## config.mk

```make
export PLATFORM = sky130hd
export DESIGN_NAME = mtlp_detect
export DESIGN_NICKNAME = d
export VERILOG_FILES = /design/src/rtl/mtlp_pkg.sv /design/src/rtl/mtlp_decode.sv /design/src/rtl/mtlp_size_chk.sv /design/src/rtl/mtlp_rule_chk.sv /design/src/rtl/mtlp_detect.sv
export SDC_FILE = /design/constraint.sdc
export NUM_CORES = 1
export LEC_CHECK = 0
export BUFFER_PORTS_ARGS = -buffer_cell sky130_fd_sc_hd__clkbuf_2
export CORE_MARGIN = 2
export CORE_UTILIZATION = 35
export CTS_CLUSTER_SIZE = 8
export DETAILED_ROUTE_END_ITERATION = 10
export GPL_ROUTABILITY_DRIVEN = 0
export PLACE_DENSITY_LB_ADDON = 0.08
export SYNTH_ARGS = -nofsm -noshare
export SYNTH_HDL_FRONTEND = slang
export SYNTH_SLANG_ARGS = --single-unit
```

## constraint.sdc

```tcl
create_clock -name clk -period 4.2 [get_ports clk]
set_input_delay 0.42 -clock clk [delete_from_list [all_inputs] [get_ports clk]]
set_output_delay 0.42 -clock clk [all_outputs]
set_load 0.005 [all_outputs]
```

## src/rtl/mtlp_pkg.sv

```systemverilog
package mtlp_pkg;
  localparam int LEN_W       = 10;
  localparam int DW_W        = LEN_W + 1;
  localparam int PAGE_W      = 10;
  localparam int MPS_W       = 3;
  localparam int MPS_TOP     = 5;
  localparam int MPS_BASE_DW = 32;
  localparam int TC_W        = 3;
  localparam int BE_W        = 4;
  localparam int CODE_W      = 8;

  typedef enum logic [2:0] {
    K_BAD, K_MEM, K_MEMLK, K_IO, K_CFG, K_MSG, K_CPL
  } kind_e;

  // Length field to dword count, zero standing for the largest size.
  function automatic logic [DW_W-1:0] len_to_dw(input logic [LEN_W-1:0] l);
    return (l == '0) ? {1'b1, {LEN_W{1'b0}}} : {1'b0, l};
  endfunction

  // Payload limit in dwords for a size code, saturating at MPS_TOP.
  function automatic logic [DW_W-1:0] mps_limit_dw(input logic [MPS_W-1:0] code);
    logic [MPS_W-1:0] c;
    c = (code > MPS_W'(MPS_TOP)) ? MPS_W'(MPS_TOP) : code;
    return DW_W'(MPS_BASE_DW) << c;
  endfunction

  // Control messages restricted to traffic class 0.
  function automatic logic msg_needs_tc0(input logic [CODE_W-1:0] code);
    case (code)
      8'h00, 8'h14, 8'h18, 8'h19, 8'h1B,
      8'h30, 8'h31, 8'h33, 8'h50: return 1'b1;
      default: return (code[7:3] == 5'b00100);
    endcase
  endfunction
endpackage

```

## src/rtl/mtlp_decode.sv

```systemverilog
module mtlp_decode
  import mtlp_pkg::*;
(
  input  logic [2:0] fmt,
  input  logic [4:0] typ,
  output kind_e      kind,
  output logic       hdr4,
  output logic       has_data
);
  always_comb begin
    hdr4     = fmt[0];
    has_data = fmt[1];
    kind     = K_BAD;
    if (!fmt[2]) begin
      if (typ == 5'b00000)                      kind = K_MEM;
      else if (typ == 5'b00001 && !fmt[1])      kind = K_MEMLK;
      else if (typ == 5'b00010 && !fmt[0])      kind = K_IO;
      else if (typ[4:1] == 4'b0010 && !fmt[0])  kind = K_CFG;
      else if (typ[4:3] == 2'b10 && fmt[0])     kind = K_MSG;
      else if (typ[4:1] == 4'b0101 && !fmt[0])  kind = K_CPL;
    end
  end
endmodule

```

## src/rtl/mtlp_size_chk.sv

```systemverilog
module mtlp_size_chk
  import mtlp_pkg::*;
(
  input  kind_e             kind,
  input  logic              hdr4,
  input  logic              has_data,
  input  logic              td,
  input  logic [LEN_W-1:0]  len,
  input  logic [DW_W-1:0]   rcv_dw,
  input  logic [MPS_W-1:0]  mps,
  input  logic [PAGE_W-1:0] addr_off,
  output logic              f_len,
  output logic              f_dig,
  output logic              f_mps,
  output logic              f_4k
);
  localparam logic [DW_W-1:0] PAGE_DW = DW_W'(1) << PAGE_W;

  logic [DW_W-1:0] len_dw, pay_dw, base_dw, end_dw;
  logic            known, single_dw, mem_req, rcv_mismatch;

  always_comb begin
    len_dw       = len_to_dw(len);
    pay_dw       = has_data ? len_dw : '0;
    base_dw      = (hdr4 ? DW_W'(4) : DW_W'(3)) + pay_dw;
    end_dw       = {1'b0, addr_off} + len_dw;
    known        = (kind != K_BAD);
    single_dw    = (kind == K_IO) || (kind == K_CFG);
    mem_req      = (kind == K_MEM) || (kind == K_MEMLK);
    rcv_mismatch = (rcv_dw != base_dw + DW_W'(td));
    f_dig = known && (td ? (rcv_dw == base_dw) : (rcv_dw == base_dw + DW_W'(1)));
    f_len = known && ((rcv_mismatch && !f_dig) || (single_dw && len != LEN_W'(1)));
    f_mps = known && has_data && (pay_dw > mps_limit_dw(mps));
    f_4k  = mem_req && (end_dw > PAGE_DW);
  end
endmodule

```

## src/rtl/mtlp_rule_chk.sv

```systemverilog
module mtlp_rule_chk
  import mtlp_pkg::*;
(
  input  kind_e             kind,
  input  logic [LEN_W-1:0]  len,
  input  logic [BE_W-1:0]   fbe,
  input  logic [BE_W-1:0]   lbe,
  input  logic [TC_W-1:0]   tc,
  input  logic [CODE_W-1:0] msg_code,
  output logic              f_be,
  output logic              f_tc
);
  logic is_req, one_dw;

  always_comb begin
    is_req = (kind == K_MEM) || (kind == K_MEMLK) || (kind == K_IO) || (kind == K_CFG);
    one_dw = (len == LEN_W'(1));
    f_be   = is_req && (one_dw ? (lbe != '0) : ((fbe == '0) || (lbe == '0)));
    f_tc   = (kind == K_MSG) && msg_needs_tc0(msg_code) && (tc != '0);
  end
endmodule

```

## src/rtl/mtlp_detect.sv

```systemverilog
module mtlp_detect
  import mtlp_pkg::*;
(
  input  logic              clk,
  input  logic              rst_n,
  input  logic              in_valid,
  input  logic [2:0]        fmt,
  input  logic [4:0]        typ,
  input  logic [LEN_W-1:0]  len,
  input  logic              td,
  input  logic [TC_W-1:0]   tc,
  input  logic [BE_W-1:0]   fbe,
  input  logic [BE_W-1:0]   lbe,
  input  logic [PAGE_W-1:0] addr_off,
  input  logic [CODE_W-1:0] msg_code,
  input  logic [DW_W-1:0]   rcv_dw,
  input  logic [MPS_W-1:0]  mps,
  output logic              err_fatal,
  output logic              drop
);
  kind_e kind;
  logic  hdr4, has_data;
  logic  f_fmt, f_len, f_dig, f_mps, f_4k, f_be, f_tc, bad;
  logic  mal_q;

  mtlp_decode u_dec (.fmt(fmt), .typ(typ), .kind(kind), .hdr4(hdr4), .has_data(has_data));

  mtlp_size_chk u_size (
    .kind(kind), .hdr4(hdr4), .has_data(has_data), .td(td), .len(len),
    .rcv_dw(rcv_dw), .mps(mps), .addr_off(addr_off),
    .f_len(f_len), .f_dig(f_dig), .f_mps(f_mps), .f_4k(f_4k)
  );

  mtlp_rule_chk u_rule (
    .kind(kind), .len(len), .fbe(fbe), .lbe(lbe), .tc(tc), .msg_code(msg_code),
    .f_be(f_be), .f_tc(f_tc)
  );

  assign f_fmt = (kind == K_BAD);
  assign bad   = f_fmt | f_len | f_dig | f_mps | f_4k | f_be | f_tc;

  always_ff @(posedge clk) begin
    if (!rst_n) mal_q <= 1'b0;
    else        mal_q <= in_valid & bad;
  end

  assign err_fatal = mal_q;
  assign drop      = mal_q;

  assert_idle_quiet_R1: assert property (@(posedge clk) disable iff (!rst_n)
    !in_valid |=> (!err_fatal && !drop));
  assert_undef_drop_R2: assert property (@(posedge clk) disable iff (!rst_n)
    (in_valid && f_fmt) |=> (err_fatal && drop));
  assert_len_drop_R3: assert property (@(posedge clk) disable iff (!rst_n)
    (in_valid && f_len) |=> drop);
  assert_digest_drop_R4: assert property (@(posedge clk) disable iff (!rst_n)
    (in_valid && f_dig) |=> drop);
  assert_mps_drop_R5: assert property (@(posedge clk) disable iff (!rst_n)
    (in_valid && f_mps) |=> err_fatal);
  assert_page_drop_R6: assert property (@(posedge clk) disable iff (!rst_n)
    (in_valid && f_4k) |=> err_fatal);
  assert_be_drop_R7: assert property (@(posedge clk) disable iff (!rst_n)
    (in_valid && f_be) |=> drop);
  assert_tc_drop_R8: assert property (@(posedge clk) disable iff (!rst_n)
    (in_valid && f_tc) |=> drop);
  assert_clean_pass_R9: assert property (@(posedge clk) disable iff (!rst_n)
    (in_valid && !bad) |=> (!err_fatal && !drop));
endmodule

```

==> impl_metrics.env <==
export IMPL_fmax_mhz=264.7
export IMPL_antenna_cells=0
export IMPL_crit_buf_inv=1
export IMPL_clk_pin_slew_ns=0
export IMPL_largest_reg_flops=1
export IMPL_whs_path_depth=3
export IMPL_critPathKind="in -> reg"
export IMPL_period_minus_slack_ns=3.778
export IMPL_num_io_pins=67
export IMPL_grt_total_usage=0.1765
export IMPL_status="finished, final reports clean"
export IMPL_hpwl_mm=4.825
export IMPL_fp_dieW_um=78.78
export IMPL_routedWlPerCell_um=13.92
export IMPL_hold_viol=0
export IMPL_grt_pass1_wl_mm=9.128
export IMPL_busiest_layer="met2"
export IMPL_post_cts_buffers=0
export IMPL_place_area_sq_mm=0.002313
export IMPL_cp_end_kind="flop"
export IMPL_postSynthCellCount=275
export IMPL_dr_pass1_iters=4
export IMPL_powerDensity_mw_per_mm2=109.5
export IMPL_tightestPinTransition_ns=0.7311
export IMPL_grt_ovfl_total=0
export IMPL_placed_cells=398
export IMPL_ys_seq_area_frac=0.01023
export IMPL_synth_edff_count=0
export IMPL_worst_path_max_delay_cell="or4_1"
export IMPL_fin_crit_sh=0.8996
export IMPL_final_layout_size_suffix_gt1_frac=0.2423
export IMPL_power_frac_comb=0.956
export IMPL_fin_area_sq_mm=0.002313
export IMPL_start_kind="input port"
export IMPL_critPathMaxStageDelay_ns=0.58
export IMPL_async_flop_share=0
export IMPL_final_common_cell="clkbuf_2"
export IMPL_synth_adder_area_share=0.1445
export IMPL_met3_usage=0.004545
export IMPL_cp_max_fo=9
export IMPL_p_leak_nw=1.021
export IMPL_fp_coreArea_sq_mm=0.005439
export IMPL_ir_worst_vdd_mv=0.05216
export IMPL_dieArea_sq_mm=0.006206
export IMPL_row_count=27
export IMPL_hold_path_class="in -> reg"
export IMPL_num_vias=2188
export IMPL_fp_dieH_um=78.78
export IMPL_fin_setup_tns_ns=0
export IMPL_synth_distinct_cells=72
export IMPL_avgSynthCellArea_sq_um=7.116
export IMPL_syn_to_final_growth_pct=18.22
export IMPL_synth_xor_area_frac=0.1234
export IMPL_p_sw_frac=0.5189
export IMPL_setup_viol=0
export IMPL_drtAntennaViolNets=0
export IMPL_maxCapViolations=0
export IMPL_synth_ff_type="dfxtp_1"
export IMPL_synth_top_family_by_area="simple AND/OR/NAND/NOR gates"
export IMPL_io_buffers=66
export IMPL_drt_iter0_markers=91
export IMPL_hold_start="in_valid"
export IMPL_p_sw_mw=0.1314
export IMPL_grt_max_degree=22
export IMPL_antenna_found_initial=0
export IMPL_post_cts_resized=0
export IMPL_synth_seq_cells=1
export IMPL_internal_power_mw=0.1219
export IMPL_wirelength_mm=5.541
export IMPL_rsz0062_at_grt="false"
export IMPL_syn_nets=362
export IMPL_muxShareOfSynthArea=0.02685
export IMPL_crit_required_ns=4.07
export IMPL_arrival_ns=3.65
export IMPL_max_slew_margin=0.5063
export IMPL_path_cells="clkbuf_2 > or4_1 > nor4_1 > and2_1 > ha_1 > nand4_1 > or4_1 > o311ai_1 > nand4_1 > a31oi_1 > or4b_1 > nor4_2 > o211ai_1"
export IMPL_whs_endpoint="drop"
export IMPL_synth_compound_area_frac=0.3024
export IMPL_pwr_share_seq=0.044
export IMPL_grt_util_met1=0.2555
export IMPL_drc_errors=0
export IMPL_hold_buffers=0
export IMPL_viasPerCell=5.497
export IMPL_slew_viol_final=0
export IMPL_stdcell_count=398
export IMPL_finish_utilization=0.4254
export IMPL_synth_simple_area_share=0.3216
export IMPL_hold_ws_ns=0.7780
export IMPL_yosys_warnings=0
export IMPL_clkPwrFrac=0
export IMPL_nets=415
export IMPL_synthesis_area_sq_mm=0.001957
export IMPL_start_util=0.3598
export IMPL_grt_use_met2=0.3051
export IMPL_grt_pass1_vias=1949
export IMPL_final_cell_mix="66 x clkbuf_2, 24 x nor2_1, 21 x ha_1"
export IMPL_cp_top_family="simple AND/OR/NAND/NOR gates"
per-layer routing:
layer | vias to the layer above | wire length, um
li1 | 1157 | -
met5 | - | 0
met3 | 4 | 271
met4 | 0 | 33
met2 | 63 | 2520
met1 | 964 | 2715
power groups by stage:
| stage | sequential (mW) | clock, mW | combinational (mW) |
|---|---|---|---|
| detailed placement | 0.0111 | 0 | 0.242 |
| global placement | 0.0111 | 0 | 0.244 |
| global route | 0.0112 | 0 | 0.273 |
| finish | 0.0111 | 0 | 0.242 |
| floorplan | 0.0111 | 0 | 0.167 |
| CTS | 0.0111 | 0 | 0.244 |
final cells by class:
class                   count  area (sq um)
flip-flops and latches      1         20.02
multi-input cells         241          1798
inverters                  16         60.06
well taps                  72         90.09
repair buffers             68         345.3
fillers                   610          3126
stage by stage:
| stage | total power, mW | setup slack (ns) |
|---|---|---|
| 5_1_grt | 0.2843 | 0.1248 |
| 3_3_place_gp | 0.2547 | 0.5530 |
| 2_1_floorplan | 0.1779 | 0.5802 |
| 6_report | 0.2533 | 0.4218 |
| 3_5_place_dp | 0.2535 | 0.4301 |
| 4_1_cts | 0.2552 | 0.4272 |
cell usage after synthesis, types with 2 or more instances:
library cell   n  share of area
nor2b_1        3         0.0096
a31oi_1        3         0.0096
o22ai_1        2         0.0064
a21o_1         4          0.015
o41ai_1        3          0.013
mux2i_1        3          0.015
xor2_1        10          0.045
a2111oi_0      2         0.0090
o31a_1         3          0.013
clkbuf_1      14          0.027
nor3_1         5          0.013
ha_1          21           0.13
inv_1         16          0.031
or4_1          6          0.023
o21ai_1        4          0.010
nor2_1        24          0.046
o21a_1         2         0.0077
nand3_1        2         0.0051
or2_1          2         0.0064
nand2_1       17          0.033
nor4b_1        2         0.0090
a211oi_1       8          0.031
o211ai_1       3          0.012
and3_1         3         0.0096
nand2b_1       2         0.0064
a21oi_1       12          0.031
or3_1          4          0.013
nor4_1         8          0.026
nand4_1        5          0.016
o31ai_1        2         0.0077
xnor2_1       15          0.067
and2_1         8          0.026
o21ai_0       12          0.031
buf_4          2         0.0077
mux2_2         2          0.012
a32oi_1        3          0.013
nand3b_1       3          0.012
kinds of logic (layout without fill, tap and decap cells):
kind of cell,count (synthesis),after routing
xor+xnor,26,26
mux,5,5
compound gates,81,81
flops,1,1
buf+inv,33,84
simple gates,107,107
fa+ha+maj,22,22
how the worst max path moves through the flow:
stage	start	slack, ns	cells after the start	end
2_1_floorplan	fmt[1]	0.58	13	drop
3_3_place_gp	len[6]	0.55	13	drop
3_5_place_dp	len[6]	0.43	13	drop
4_1_cts	len[6]	0.43	13	drop
5_1_grt	len[6]	0.12	13	drop
6_report	len[6]	0.42	13	drop
Power figures use the tool's default switching activity.
